File: src/rtl/lfc_bus_pkg.sv
package lfc_bus_pkg;

    localparam int SEL_W = 3;

    typedef enum logic [1:0] {
        ST_IDLE    = 2'd0,
        ST_WR_HOLD = 2'd1,
        ST_RD      = 2'd2
    } bus_state_e;

    typedef enum logic [SEL_W-1:0] {
        GRP_PWRUP = 3'b000,
        GRP_OPEN  = 3'b001,
        GRP_OVL   = 3'b010,
        GRP_DRIVE = 3'b011,
        GRP_RSV4  = 3'b100,
        GRP_RSV5  = 3'b101,
        GRP_REQ   = 3'b110,
        GRP_TRIP  = 3'b111
    } grp_e;

endpackage

File: src/rtl/lfc_addr_latch.sv
module lfc_addr_latch (
    input  logic clk,
    input  logic rst_n,
    input  logic strobe,
    input  logic addr_in,
    output logic addr_eff
);
    logic held_q;

    always_ff @(posedge clk or negedge rst_n) begin
        if (!rst_n) begin
            held_q <= 1'b0;
        end else if (strobe) begin
            held_q <= addr_in;
        end
    end

    // transparent while the strobe is high, holds the last sampled value otherwise
    assign addr_eff = strobe ? addr_in : held_q;

endmodule

File: src/rtl/lfc_persist_filter.sv
module lfc_persist_filter #(
    parameter int HOLD_CYCLES = 20000
) (
    input  logic clk,
    input  logic rst_n,
    input  logic raw,
    output logic flag
);
    localparam int CNT_W = $clog2(HOLD_CYCLES + 1);
    localparam logic [CNT_W-1:0] TERM = CNT_W'(HOLD_CYCLES);

    logic [CNT_W-1:0] cnt_q;

    always_ff @(posedge clk or negedge rst_n) begin
        if (!rst_n) begin
            cnt_q <= '0;
        end else if (!raw) begin
            cnt_q <= '0;
        end else if (cnt_q != TERM) begin
            cnt_q <= cnt_q + 1'b1;
        end
    end

    assign flag = (cnt_q == TERM);

    // the flag can only be high if the raw level was high on the last edge
    assert_flag_needs_level_R8: assert property (
        @(posedge clk) disable iff (!rst_n) flag |-> $past(raw)
    );

endmodule

File: src/rtl/lfc_bus_ctrl.sv
module lfc_bus_ctrl
    import lfc_bus_pkg::*;
#(
    parameter int NCH = 4
) (
    input  logic             clk,
    input  logic             rst_n,
    input  logic             enable,
    input  logic             sel_n,
    input  logic             rd_n,
    input  logic             wr_n,
    input  logic             addr,
    input  logic [NCH-1:0]   wdata,
    input  logic [NCH-1:0]   trip_ok,
    output logic [SEL_W-1:0] sel_code,
    output logic             irq_en,
    output logic [NCH-1:0]   req_q,
    output logic [NCH-1:0]   drive_q,
    output logic             data_oe
);
    localparam int IEN_BIT = SEL_W;

    bus_state_e state_q, state_d;
    logic       wr_fire;

    // state register
    always_ff @(posedge clk or negedge rst_n) begin
        if (!rst_n) begin
            state_q <= ST_IDLE;
        end else begin
            state_q <= state_d;
        end
    end

    // next state
    always_comb begin
        state_d = state_q;
        unique case (state_q)
            ST_IDLE: begin
                if (enable && !sel_n && !wr_n) begin
                    state_d = ST_WR_HOLD;
                end else if (enable && !sel_n && !rd_n) begin
                    state_d = ST_RD;
                end
            end
            ST_WR_HOLD: begin
                if (sel_n || wr_n) state_d = ST_IDLE;
            end
            ST_RD: begin
                if (sel_n || rd_n) state_d = ST_IDLE;
            end
            default: state_d = ST_IDLE;
        endcase
    end

    assign wr_fire = (state_q == ST_IDLE) && (state_d == ST_WR_HOLD);
    assign data_oe = enable && !sel_n && !rd_n;

    // outputs: registers updated on the committing edge
    always_ff @(posedge clk or negedge rst_n) begin
        if (!rst_n) begin
            sel_code <= '0;
            irq_en   <= 1'b0;
            req_q    <= '0;
            drive_q  <= '0;
        end else begin
            if (wr_fire && !addr) begin
                sel_code <= wdata[SEL_W-1:0];
                irq_en   <= wdata[IEN_BIT];
            end
            if (wr_fire && addr) begin
                req_q <= wdata;
            end
            drive_q <= req_q & trip_ok;
        end
    end

    // a held write strobe commits nothing further
    assert_single_commit_R10: assert property (
        @(posedge clk) disable iff (!rst_n)
        (state_q == ST_WR_HOLD && !sel_n && !wr_n) |=> ($stable(req_q) && $stable(sel_code) && $stable(irq_en))
    );

    // no drive bit without the trip permit on the previous edge
    assert_drive_needs_trip_R6: assert property (
        @(posedge clk) disable iff (!rst_n)
        1'b1 |-> ((drive_q & ~$past(trip_ok)) == '0)
    );

endmodule

File: src/rtl/lfc_status_mux.sv
module lfc_status_mux
    import lfc_bus_pkg::*;
#(
    parameter int NCH = 4
) (
    input  logic             addr,
    input  logic [SEL_W-1:0] sel_code,
    input  logic             over_temp,
    input  logic [NCH-1:0]   grp_pwrup,
    input  logic [NCH-1:0]   grp_open,
    input  logic [NCH-1:0]   grp_ovl,
    input  logic [NCH-1:0]   grp_drive,
    input  logic [NCH-1:0]   grp_req,
    input  logic [NCH-1:0]   grp_trip,
    output logic [NCH-1:0]   rdata
);
    logic [NCH-1:0] grp_word;

    always_comb begin
        unique case (grp_e'(sel_code))
            GRP_PWRUP: grp_word = grp_pwrup;
            GRP_OPEN:  grp_word = grp_open;
            GRP_OVL:   grp_word = grp_ovl;
            GRP_DRIVE: grp_word = grp_drive;
            GRP_REQ:   grp_word = grp_req;
            GRP_TRIP:  grp_word = grp_trip;
            default:   grp_word = '0;
        endcase
    end

    always_comb begin
        if (addr) begin
            rdata = grp_word;
        end else begin
            rdata = '0;
            rdata[SEL_W-1:0] = sel_code;
            rdata[SEL_W]     = over_temp;
        end
    end

endmodule

File: src/rtl/lfc_status_bus.sv
module lfc_status_bus
    import lfc_bus_pkg::*;
#(
    parameter int NCH         = 4,
    parameter int HOLD_CYCLES = 20000
) (
    input  logic           clk,
    input  logic           rst_n,
    input  logic           par_mode,
    input  logic           bus_addr_strobe,
    input  logic           bus_addr,
    input  logic           bus_sel_n,
    input  logic           bus_rd_n,
    input  logic           bus_wr_n,
    input  logic [NCH-1:0] bus_wdata,
    output logic [NCH-1:0] bus_rdata,
    output logic           bus_oe,
    input  logic [NCH-1:0] cur_lim,
    input  logic [NCH-1:0] open_det,
    input  logic [NCH-1:0] pwr_up,
    input  logic [NCH-1:0] trip_ok,
    input  logic           over_temp,
    input  logic [NCH-1:0] par_req,
    output logic [NCH-1:0] par_stat,
    output logic [NCH-1:0] line_on,
    output logic           irq_n
);
    logic             addr_eff;
    logic [SEL_W-1:0] sel_code;
    logic             irq_en;
    logic [NCH-1:0]   req_q;
    logic [NCH-1:0]   drive_q;
    logic [NCH-1:0]   ovl;
    logic             irq_q;

    lfc_addr_latch u_addr (
        .clk      (clk),
        .rst_n    (rst_n),
        .strobe   (bus_addr_strobe),
        .addr_in  (bus_addr),
        .addr_eff (addr_eff)
    );

    for (genvar ch = 0; ch < NCH; ch++) begin : g_filt
        lfc_persist_filter #(.HOLD_CYCLES(HOLD_CYCLES)) u_filt (
            .clk   (clk),
            .rst_n (rst_n),
            .raw   (cur_lim[ch]),
            .flag  (ovl[ch])
        );
    end

    lfc_bus_ctrl #(.NCH(NCH)) u_ctrl (
        .clk      (clk),
        .rst_n    (rst_n),
        .enable   (!par_mode),
        .sel_n    (bus_sel_n),
        .rd_n     (bus_rd_n),
        .wr_n     (bus_wr_n),
        .addr     (addr_eff),
        .wdata    (bus_wdata),
        .trip_ok  (trip_ok),
        .sel_code (sel_code),
        .irq_en   (irq_en),
        .req_q    (req_q),
        .drive_q  (drive_q),
        .data_oe  (bus_oe)
    );

    lfc_status_mux #(.NCH(NCH)) u_mux (
        .addr      (addr_eff),
        .sel_code  (sel_code),
        .over_temp (over_temp),
        .grp_pwrup (pwr_up),
        .grp_open  (open_det),
        .grp_ovl   (ovl),
        .grp_drive (drive_q),
        .grp_req   (req_q),
        .grp_trip  (trip_ok),
        .rdata     (bus_rdata)
    );

    always_ff @(posedge clk or negedge rst_n) begin
        if (!rst_n) begin
            irq_q <= 1'b0;
        end else begin
            irq_q <= !par_mode && irq_en && (|ovl);
        end
    end

    assign irq_n    = !irq_q;
    assign line_on  = par_mode ? (par_req & trip_ok) : drive_q;
    assign par_stat = par_mode ? (par_req & (ovl | pwr_up | ~trip_ok)) : '0;

    // interrupt only follows an enable seen on the previous edge
    assert_irq_enabled_R9: assert property (
        @(posedge clk) disable iff (!rst_n) !irq_n |-> $past(irq_en)
    );

    // parallel mode never drives the read data
    assert_bus_quiet_R2: assert property (
        @(posedge clk) disable iff (!rst_n) par_mode |-> !bus_oe
    );

endmodule

File: config.mk
export PLATFORM = sky130hd
export DESIGN_NAME = lfc_status_bus
export DESIGN_NICKNAME = d
export VERILOG_FILES = /design/src/rtl/lfc_bus_pkg.sv /design/src/rtl/lfc_addr_latch.sv /design/src/rtl/lfc_persist_filter.sv /design/src/rtl/lfc_bus_ctrl.sv /design/src/rtl/lfc_status_mux.sv /design/src/rtl/lfc_status_bus.sv
export SDC_FILE = /design/constraint.sdc
export NUM_CORES = 1
export LEC_CHECK = 0
export BUFFER_PORTS_ARGS = -buffer_cell sky130_fd_sc_hd__buf_2
export CAP_MARGIN = 20
export CORE_ASPECT_RATIO = 0.5
export CORE_MARGIN = 2
export CORE_UTILIZATION = 45
export CTS_CLUSTER_DIAMETER = 120
export DETAILED_ROUTE_END_ITERATION = 16
export PLACE_DENSITY = 0.62
export SETUP_SLACK_MARGIN = 0.05
export SLEW_MARGIN = 10
export SYNTH_ARGS = -nofsm -noshare
export SYNTH_HDL_FRONTEND = slang
export SYNTH_HIERARCHICAL = 1
export SYNTH_SLANG_ARGS = --single-unit
export TNS_END_PERCENT = 1
File: constraint.sdc
create_clock -name clk -period 5 [get_ports clk]
set_clock_uncertainty 0.05 [all_clocks]
set_input_delay 0.75 -clock clk [delete_from_list [all_inputs] [get_ports clk]]
set_output_delay 0.75 -clock clk [all_outputs]
set_load 0.1 [all_outputs]
==> results of run 1 <==
-- placed cells by master (no fill, tap or decap), types with 6 or more instances in the layout --
cell type | Yosys | final
a21oi_1 | 6 | 6
and2_1 | 52 | 52
buf_2 | 6 | 45
clkbuf_16 | 0 | 9
dfrtp_1 | 76 | 76
ha_1 | 8 | 8
inv_1 | 27 | 27
mux2_2 | 7 | 7
mux2i_1 | 10 | 10
nand2_1 | 27 | 27
nand3_1 | 22 | 22
nand3b_1 | 6 | 6
nand4_1 | 21 | 21
nor2_1 | 8 | 8
nor3_1 | 12 | 12
nor4_1 | 13 | 13
o21ai_0 | 6 | 6
or4_1 | 9 | 9
xnor2_1 | 32 | 32
xor2_1 | 16 | 16
-- cells by family after synthesis --
group / count (synthesis)
xor gates and xnor gates: 48
AOI/OAI and AO/OA: 30
adders and majority gates: 8
buffers and inverters: 39
muxes: 23
and+or+nand+nor: 199
DFF: 76
-- stage by stage --
| stage | utilization [%] | hold WS, ns | area, sq um | total power, mW | setup slack, ns |
|---|---|---|---|---|---|
| final | 52.8 | 0.437 | 4920 | 1.75 | 1.26 |
| after detailed placement | 49.1 | 0.435 | 4580 | 1.02 | 1.60 |
| after floorplan | - | 0.398 | 4250 | 0.953 | 0.212 |
| after global placement | 49.1 | 0.427 | 4580 | 1.02 | 1.62 |
| after CTS | 52.8 | 0.444 | 4920 | 1.77 | 1.23 |
| after global routing | 52.8 | 0.458 | 4920 | 1.83 | 1.12 |
-- path summary, 6_finish.rpt --
path                                            from                         end  slack (ns)
setup / recovery           g_filt[2].u_filt/cnt_q[7]                bus_rdata[2]        1.26
hold / removal                     u_ctrl/state_q[0]           u_ctrl/state_q[1]        0.44
setup reg to reg           g_filt[3].u_filt/cnt_q[7]                       irq_q        2.87
hold reg to reg                    u_ctrl/state_q[0]           u_ctrl/state_q[1]        0.44
max in group asynchronous                      rst_n   g_filt[3].u_filt/cnt_q[5]        3.77
min in group asynchronous                      rst_n  g_filt[2].u_filt/cnt_q[13]        0.50
-- worst register-to-register path, cell delays in order, from the launching register on --
cell and delay, ns:
dfrtp_1 0.42, or4b_1 0.51, or4_1 0.64, inv_1 0.18
or4_1 0.12, and3_1 0.15
-- cell type report --
class / instances / area [sq um]
clock buffers: 11 / 243
clock inverters: 4 / 97.6
fillers: 859 / 4400
inverters: 27 / 101
multi-input cells: 308 / 2190
flip-flops and latches: 76 / 1900
well taps: 121 / 151
repair buffers: 46 / 233
-- flip-flops by register name (all words and copies together), names as in the netlist --
register / cells
u_ctrl/drive_q: 4
u_ctrl/sel_code: 3
u_ctrl/state_q: 2
u_ctrl/irq_en: 1
u_addr/held_q: 1
u_ctrl/req_q: 4
irq_q: 1
g_filt.u_filt/cnt_q: 60
-- power groups by stage --
| stage | clock, mW | sequential [mW] | combinational, mW |
|---|---|---|---|
| 6_report | 0.743 | 0.697 | 0.311 |
| 5_1_grt | 0.792 | 0.705 | 0.335 |
| 4_1_cts | 0.763 | 0.697 | 0.314 |
| 3_5_place_dp | 0 | 0.708 | 0.313 |
| 3_3_place_gp | 0 | 0.708 | 0.312 |
| 2_1_floorplan | 0 | 0.680 | 0.274 |
-- routing by layer --
metal  global-route usage, %  up-vias  wire length [microns]
met3                    5.91        8                    344
met5                       0        -                      0
met1                    23.3     1483                   4030
met2                    28.4       47                   3760
li1                        -     1573                      -
met4                    4.78        0                     93
==> flow_summary.toml, run 1 <==
[run_status]
status = "finished, final reports clean"

[place]
place_congestion = 0.882
io_buffers = 46
post-dp-hpwl_microns = 5910
place_inst = 578

[synthesis]
ys_seq_area_share_pct = 44.7
synth_adder_area_share_pct = 2.35
synth-edff-count = 0
netlist_area_sq_mm = 0.00425
synth_xor_area_share_pct = 9.89
synth_top_family_by_area = "simple AND/OR/NAND/NOR gates"
synth_ff_type = "dfrtp_1"
syn_nets = 464
yosysWarnings = 6
syn_inst = 423
synth_compound_area_share_pct = 4.74
synth_area_leaders = "dfrtp_1, and2_1, xnor2_1"
synth-seq-cells = 76
synthMuxAreaShare_pct = 6.50
netlist.area_leader.share_pct = 44.7
avgSynthCellArea_sq_um = 10.1
synth_largest_area_cell = "dfrtp_1"
synth_simple_gate_area_share_pct = 28.0
synth.most_common_cell = "dfrtp_1"
yosysUniqueCellTypes = 44
synth_top_cells_by_count = "dfrtp_1, and2_1, xnor2_1"
async_flop_share_pct = 100

[finish]
fin_nets = 509
diodes = 0
drive_gt1_share_pct = 16.7
layout.cells.non_filler = 593
area_delta_synth_final_pct = 15.6

[timing]
slew-limit-headroom_pct = 37.2
slew_viol_final = 0
rsz0062_at_grt = "false"
finalSetupTns_ns = 0
setup_viol = 0
worstMarginPinSlew_ns = 0.943
finalHoldViolations = 0
fin_crit_sh_pct = 74.7
finalCriticalPeriod_ns = 3.74
max_freq_ghz = 0.268

[clock_network]
insertion_delay_ns = 0.33
ctsRootBufferMaster = "clkbuf_16"
numClockSinks = 76
cts_tree = "yes"
clkSlewWorstSetupHoldPaths_ns = 0.06
clk_path_buf_depth = 2
cts_resized = 0
cts_max_level = 3
holdBufCountCts = 0
post_cts_buffers = 0
cts_buffers = 9

[worst_hold_path]
whs_path_depth = 1
hold_path_class = "reg2reg"

[route]
drt-total-wl_microns = 8230
initialDrtViolationCount = 142
drc = 0
ant_nets = 0
routedWlPerCell_microns = 13.9
vias = 3111
dr.pass1.iters = 4
via_per_inst = 5.25

[power_and_ir_drop]
p_leak_nw = 2.33
peakVddDrop_v = 0.000205
powerDensity_mw_per_mm2 = 356
p_int_mw = 1.25
combPwrFrac_pct = 17.7
power_frac_seq_pct = 39.8
switching_share_pct = 28.9
clkPwrFrac_pct = 42.5
p_switching_mw = 0.505

[critical_path]
cp.required_ns = 4.20
endpoint_kind = "primary output"
cp.depth = 7
crit_path_max_fanout = 5
crit_path_max_incr_delay_ns = 0.63
arrival_ns = 2.94
worstPathCellList = "or4b_1, or4_1, inv_1, mux4_2, a21oi_1, a31oi_1, buf_2"
slowest_stage = "or4_1"
crit_buf_inv = 2
r2r_cells = 5
cp-start-kind = "flop"
cp_top_family = "simple AND/OR/NAND/NOR gates"
crit_type = "reg2out"

[grt]
grt_overflow_total = 0
grt_pass1_wl_microns = 14300
antenna_found_initial = 0
grt_pass1_vias = 3040
grt.total_usage_pct = 17.7
grt_max_degree = 77

[floorplan]
fp.dieArea_sq_mm = 0.0103
start_util_pct = 45.6
rows = 25
die-height_microns = 72.7
ios = 47
die_w_microns = 141
core_sq_mm = 0.00932

[flow_run]
drv_cap = 0
No activity file was read; power rests on OpenSTA's default activity.
==> inputs of run 2 (changes only) <==
ABC_AREA = 1   (was unset)
PLACE_DENSITY = 0.61   (was 0.62)
clock period = 3.8 ns   (was 5 ns; I/O delays follow)
==> run 2 against run 1 <==
Effect of this change: final area grew 15%; sequential power grew 34%; synthesized area grew 17%; non-clock buffer count grew 1; largest cell class unchanged; largest power group is now registers; routed wire length rose by 38%; first-iteration DRC count up 100%; hold slack got worse by 0.18 ns; critical path depth increased by 6; synthesized cell count increased by 77%; total power up 29%.
==> flow_summary.toml, run 2 <==
[run_status]
status = "finished, final reports clean"

[grt]
grt_max_degree = 66
grt.total_usage_pct = 20.7
grt_pass1_vias = 4445
grtUsageMet3_pct = 4.69
use_met2_pct = 33.8
grt_pass1_wl_microns = 20300
antenna_found_initial = 0
grt_overflow_total = 0
met1_usage_pct = 28.1
grt_busiest_layer = "met2"

[floorplan]
die-height_microns = 78.4
die_w_microns = 153
start_util_pct = 45.8
core_sq_mm = 0.0109
rows = 27
ios = 47
fp.dieArea_sq_mm = 0.0120

[route]
vias = 4718
dr.pass1.iters = 5
drc = 0
routedWlPerCell_microns = 12.0
initialDrtViolationCount = 288
ant_nets = 0
drt-total-wl_microns = 11400
via_per_inst = 4.99

[synthesis]
synth.most_common_cell = "nand2_1"
ys_seq_area_share_pct = 38.2
async_flop_share_pct = 100
synth_top_cells_by_count = "nand2_1, nor2_1, inv_1"
yosysWarnings = 6
syn_nets = 791
synth_largest_area_cell = "dfrtp_1"
synth-seq-cells = 76
synth_ff_type = "dfrtp_1"
syn_inst = 750
netlist_area_sq_mm = 0.00498
synth-edff-count = 0
yosysUniqueCellTypes = 28
synth_area_leaders = "dfrtp_1, nand2_1, nor2_1"
netlist.area_leader.share_pct = 38.2
avgSynthCellArea_sq_um = 6.64

[clock_network]
numClockSinks = 76
insertion_delay_ns = 0.34
cts_buffers = 9
cts_tree = "yes"
clkSlewWorstSetupHoldPaths_ns = 0.06
ctsRootBufferMaster = "clkbuf_16"
holdBufCountCts = 0
clk_path_buf_depth = 2
post_cts_buffers = 0
cts_resized = 0
cts_max_level = 3

[finish]
diodes = 0
final_cell_mix = "nand2_1, nor2_1, inv_1"
top_register = "g_filt.u_filt/cnt_q"
final_common_cell = "nand2_1"
fin_nets = 836
fillerInstances = 1096
drive_gt1_share_pct = 12.6
reg.largest.list = "g_filt.u_filt/cnt_q (60), u_ctrl/drive_q (4), u_ctrl/req_q (4)"
largest_reg_flops = 60
area_delta_synth_final_pct = 13.1

[power_and_ir_drop]
power_frac_seq_pct = 41.3
p_leak_nw = 2.89
combPwrFrac_pct = 18.4
clkPwrFrac_pct = 40.3
powerDensity_mw_per_mm2 = 403
power_mw = 2.27
p_switching_mw = 0.727
peakVddDrop_v = 0.000180
p_int_mw = 1.54
switching_share_pct = 32.1

[critical_path]
r2r_end = "irq_q"
cp-start-kind = "flop"
rrSetupSlack_ns = 2.27
arrival_ns = 2.42
endpoint = "bus_rdata[0]"
r2r_cells = 8
r2r_start = "g_filt[0].u_filt/cnt_q[0]"
cp.required_ns = 3.18
crit_type = "reg2out"
crit_path_max_fanout = 5
cp-startpoint = "g_filt[0].u_filt/cnt_q[0]"
endpoint_kind = "primary output"

[timing]
worstMarginPinSlew_ns = 0.848
finalCriticalPeriod_ns = 3.04
fin_crit_sh_pct = 79.9
max_freq_ghz = 0.329
rsz0062_at_grt = "false"
finalHoldViolations = 0
finalSetupTns_ns = 0
slew_viol_final = 0
slew-limit-headroom_pct = 43.5
setup_viol = 0

[flow_run]
drv_cap = 0

[place]
io_buffers = 46
post-dp-hpwl_microns = 8380
place_congestion = 0.854

[worst_hold_path]
hold_path_class = "in2async"
-- run 2: routing by layer --
layer / part of all wire [%] / wire length (microns)
met5: 0 / 0
met2: 43 / 4870
met4: 0.98 / 112
met3: 4.5 / 514
met1: 52 / 5870
-- run 2: logic make-up (layout without fill, tap and decap cells) --
kind of cell	Yosys count	in the layout	synth area share (%)
simple gates	511	511	44.9
buf+inv	113	163	9.57
compound gates	38	38	4.65
fa+ha+maj	8	8	2.01
flops	76	76	38.2
xor+xnor	4	4	0.703
-- run 2: worst max-delay path, cell delays in order, from the launching register on --
cell,delay [ns]
dfrtp_1,0.43
inv_1,0.10
ha_1,0.17
nand4_1,0.12
nor2_1,0.11
nand3_1,0.15
inv_1,0.15
nand4_1,0.11
nand2_1,0.09
nor2_1,0.05
nand2_1,0.05
nand2_1,0.05
nand2_1,0.08
buf_2,0.42
-- run 2: worst min path at each step --
stage	to	slack [ns]	cells after the start
3_5_place_dp	u_ctrl/state_q[0]	0.44	1
5_1_grt	g_filt[1].u_filt/cnt_q[14]	0.36	1
3_3_place_gp	u_ctrl/state_q[0]	0.42	1
4_1_cts	g_filt[1].u_filt/cnt_q[10]	0.31	1
6_report	g_filt[1].u_filt/cnt_q[14]	0.26	1
2_1_floorplan	g_filt[0].u_filt/cnt_q[0]	0.22	0
-- run 2: power groups by stage --
stage / sequential (mW) / clock (mW) / combinational [mW]
floorplan: 0.903 / 0 / 0.375
global placement: 0.949 / 0 / 0.415
detailed placement: 0.949 / 0 / 0.418
CTS: 0.935 / 0.941 / 0.419
global route: 0.946 / 0.972 / 0.466
finish: 0.936 / 0.913 / 0.418
-- run 2: cell type report --
cell class | instances | area, sq um | area share, %
inverters | 100 | 383 | 6.80
repair buffers | 47 | 240 | 4.26
clock buffers | 13 | 280 | 4.98
multi-input cells | 561 | 2600 | 46.2
flip-flops and latches | 76 | 1900 | 33.8
well taps | 145 | 181 | 3.22
clock inverters | 3 | 42.5 | 0.755
-- run 2: metrics by stage --
stage | setup slack (ns) | instance area (sq um) | cells | util, % | hold WS (ns)
3_3_place_gp | 1.22 | 5310 | 929 | 48.8 | 0.420
3_5_place_dp | 1.18 | 5310 | 929 | 48.8 | 0.436
6_report | 0.762 | 5630 | 945 | 51.8 | 0.257
5_1_grt | 0.581 | 5630 | 945 | 51.8 | 0.358
2_1_floorplan | 0.297 | 4980 | 750 | - | 0.224
4_1_cts | 0.794 | 5630 | 945 | 51.8 | 0.313
==> inputs of run 3 (changes only) <==
ABC_AREA = 0   (was 1)
PLACE_DENSITY = 0.64   (was 0.61)
clock period = 2.5 ns   (was 3.8 ns; I/O delays follow)
==> run 3 against run 2 <==
Effect of this change: the flow now finishes with violations (setup timing); sequential share of layout area grew 0.85 points; final area shrank 2.5%; core utilization grew 7.2 points.
==> flow_summary.toml, run 3 (synthesized netlist as in run 1, its figures left out) <==
[timing]
finalCriticalPeriod_ns = 2.92
setup_viol = 8
finalSetupTns_ns = -2.84
worst_slack_ns = -0.424
finalHoldViolations = 0
fin_crit_sh_pct = 117
rsz0062_at_grt = "true"
slew_viol_final = 0
max_freq_ghz = 0.342
slew-limit-headroom_pct = 66.4
worstMarginPinSlew_ns = 0.504

[floorplan]
die_w_microns = 141
ios = 47
rows = 25
core_sq_mm = 0.00932
die-height_microns = 72.7
fp.dieArea_sq_mm = 0.0103
start_util_pct = 45.6

[route]
via_per_inst = 5.20
top_layer = "met4"
wl_met2_microns = 4220
routedWlPerCell_microns = 14.3
wl_met1_microns = 4590
initialDrtViolationCount = 144
ant_nets = 0
drc = 0
wl_met3_microns = 357
dr.pass1.iters = 4
vias = 3360
drt-total-wl_microns = 9250

[finish]
diodes = 0
layout.area.seq_sq_mm = 0.00190
multi_input_comb_area_sq_mm = 0.00228
finish.utilization_pct = 58.9
fin_nets = 562
drive_gt1_share_pct = 28.2
top_register = "g_filt.u_filt/cnt_q"
largest_reg_flops = 60
reg.largest.list = "g_filt.u_filt/cnt_q (60), u_ctrl/drive_q (4), u_ctrl/req_q (4)"
area_delta_synth_final_pct = 29.2
final_common_cell = "dfrtp_1"
final_cell_mix = "dfrtp_1, and2_1, buf_4"
fillerInstances = 797

[flow_run]
drv_cap = 0

[critical_path]
crit_path_max_fanout = 2
cp.required_ns = 2.08
r2r_end = "irq_q"
arrival_ns = 2.50
rrSetupSlack_ns = 0.45
slowest_stage = "or4_4"
r2r_start = "g_filt[2].u_filt/cnt_q[3]"
crit_type = "reg2out"
crit_path_max_incr_delay_ns = 0.53
r2r_cells = 7
endpoint_kind = "primary output"
cp-start-kind = "flop"
worstPathCellList = "or4b_1, or4_4, inv_2, mux4_2, a21oi_2, a31oi_4, buf_12"

[worst_hold_path]
min-delay-start = "bus_rd_n"
hold_path_class = "in2reg"
whs_path_depth = 2
worst_hold_path.endpoint = "u_ctrl/state_q[1]"

[clock_network]
cts_buffers = 9
numClockSinks = 76
insertion_delay_ns = 0.34
clk_path_buf_depth = 2
clkSlewWorstSetupHoldPaths_ns = 0.06
cts_max_level = 3
ctsRootBufferMaster = "clkbuf_16"
cts_tree = "yes"

[place]
place_congestion = 0.802
io_buffers = 46
dp_slack_ns = -0.139
post-dp-hpwl_microns = 6740

[grt]
grt_overflow_total = 0
antenna_found_initial = 0
grt_pass1_wl_microns = 15700
grt_pass1_vias = 3211
grt.total_usage_pct = 19.5
grt_max_degree = 52

[power_and_ir_drop]
p_leak_nw = 2.63
peakVddDrop_v = 0.000318
powerDensity_mw_per_mm2 = 634

[run_status]
status = "finished, violations left"
violations = "setup timing"
## run 3: cell types whose count changed in the layout (fill, tap and decap cells not counted), moves of 12 or more
| cell | previous run | this run |
|---|---|---|
| nand4_1 | 45 | 21 |
| nor2_1 | 155 | 8 |
| and2_1 | 0 | 52 |
| a21oi_1 | 16 | 1 |
| xor2_1 | 4 | 16 |
| nand3_1 | 46 | 22 |
| buf_4 | 2 | 51 |
| nand2_1 | 231 | 27 |
| xnor2_1 | 0 | 32 |
| inv_1 | 95 | 23 |
## run 3: final cells by class
| type | instances | share of cell area, % |
|---|---|---|
| flip-flops and latches | 76 | 34.6 |
| multi-input cells | 308 | 41.6 |
| clock buffers | 13 | 4.55 |
| well taps | 121 | 2.76 |
| clock inverters | 2 | 0.638 |
| repair buffers | 99 | 14.0 |
| inverters | 27 | 1.84 |
## run 3: how the worst max path moves through the flow
| stage | start | slack, ns | end | depth (start not counted) |
|---|---|---|---|---|
| after floorplan | g_filt[0].u_filt/cnt_q[7] | -0.51 | bus_rdata[0] | 6 |
| after global placement | g_filt[0].u_filt/cnt_q[7] | -0.12 | bus_rdata[0] | 6 |
| after detailed placement | g_filt[0].u_filt/cnt_q[7] | -0.14 | bus_rdata[0] | 6 |
| after CTS | g_filt[2].u_filt/cnt_q[4] | -0.45 | bus_rdata[2] | 7 |
| after global routing | g_filt[2].u_filt/cnt_q[8] | -0.53 | bus_rdata[2] | 7 |
| final | g_filt[2].u_filt/cnt_q[3] | -0.42 | bus_rdata[2] | 7 |
## run 3: repair_timing
item / CTS / global route
setup buffers: 1 / 1
hold endpoints to repair: 25 / 0
pin swaps: 11 / 5
endpoints found under the setup margin: 8 / 8
hold buffers: 1 / 0
gates resized for setup: 11 / 1
## run 3: layer usage
layer	track usage, %	up-vias
met1	27.2	1604
met3	4.46	13
li1	-	1671
met2	30.7	72
met4	5.78	0
met5	0	-
## run 3: per-stage QoR
step,hold slack [ns],power [mW],instance area (sq um),cells
after detailed placement,0.265,2.23,5150,628
final,0.161,3.49,5490,646
after floorplan,0.0294,1.96,4320,423
after global placement,0.264,2.22,5150,628
after CTS,0.155,3.51,5480,645
after global routing,0.163,3.63,5490,646
## run 3: critical path: cells and delay by family (launching register included)
kind | cells | cell delay, ns
compound gates | 2 | 0.25
buf+inv | 2 | 0.26
flops | 1 | 0.37
mux | 1 | 0.23
simple gates | 2 | 1.05
## run 3: where the power goes
| group | switching (mW) | internal (mW) |
|---|---|---|
| logic | 0.497 | 0.329 |
| clock network | 0.475 | 0.794 |
| registers | 0.0937 | 1.30 |
| total | 1.07 | 2.42 |
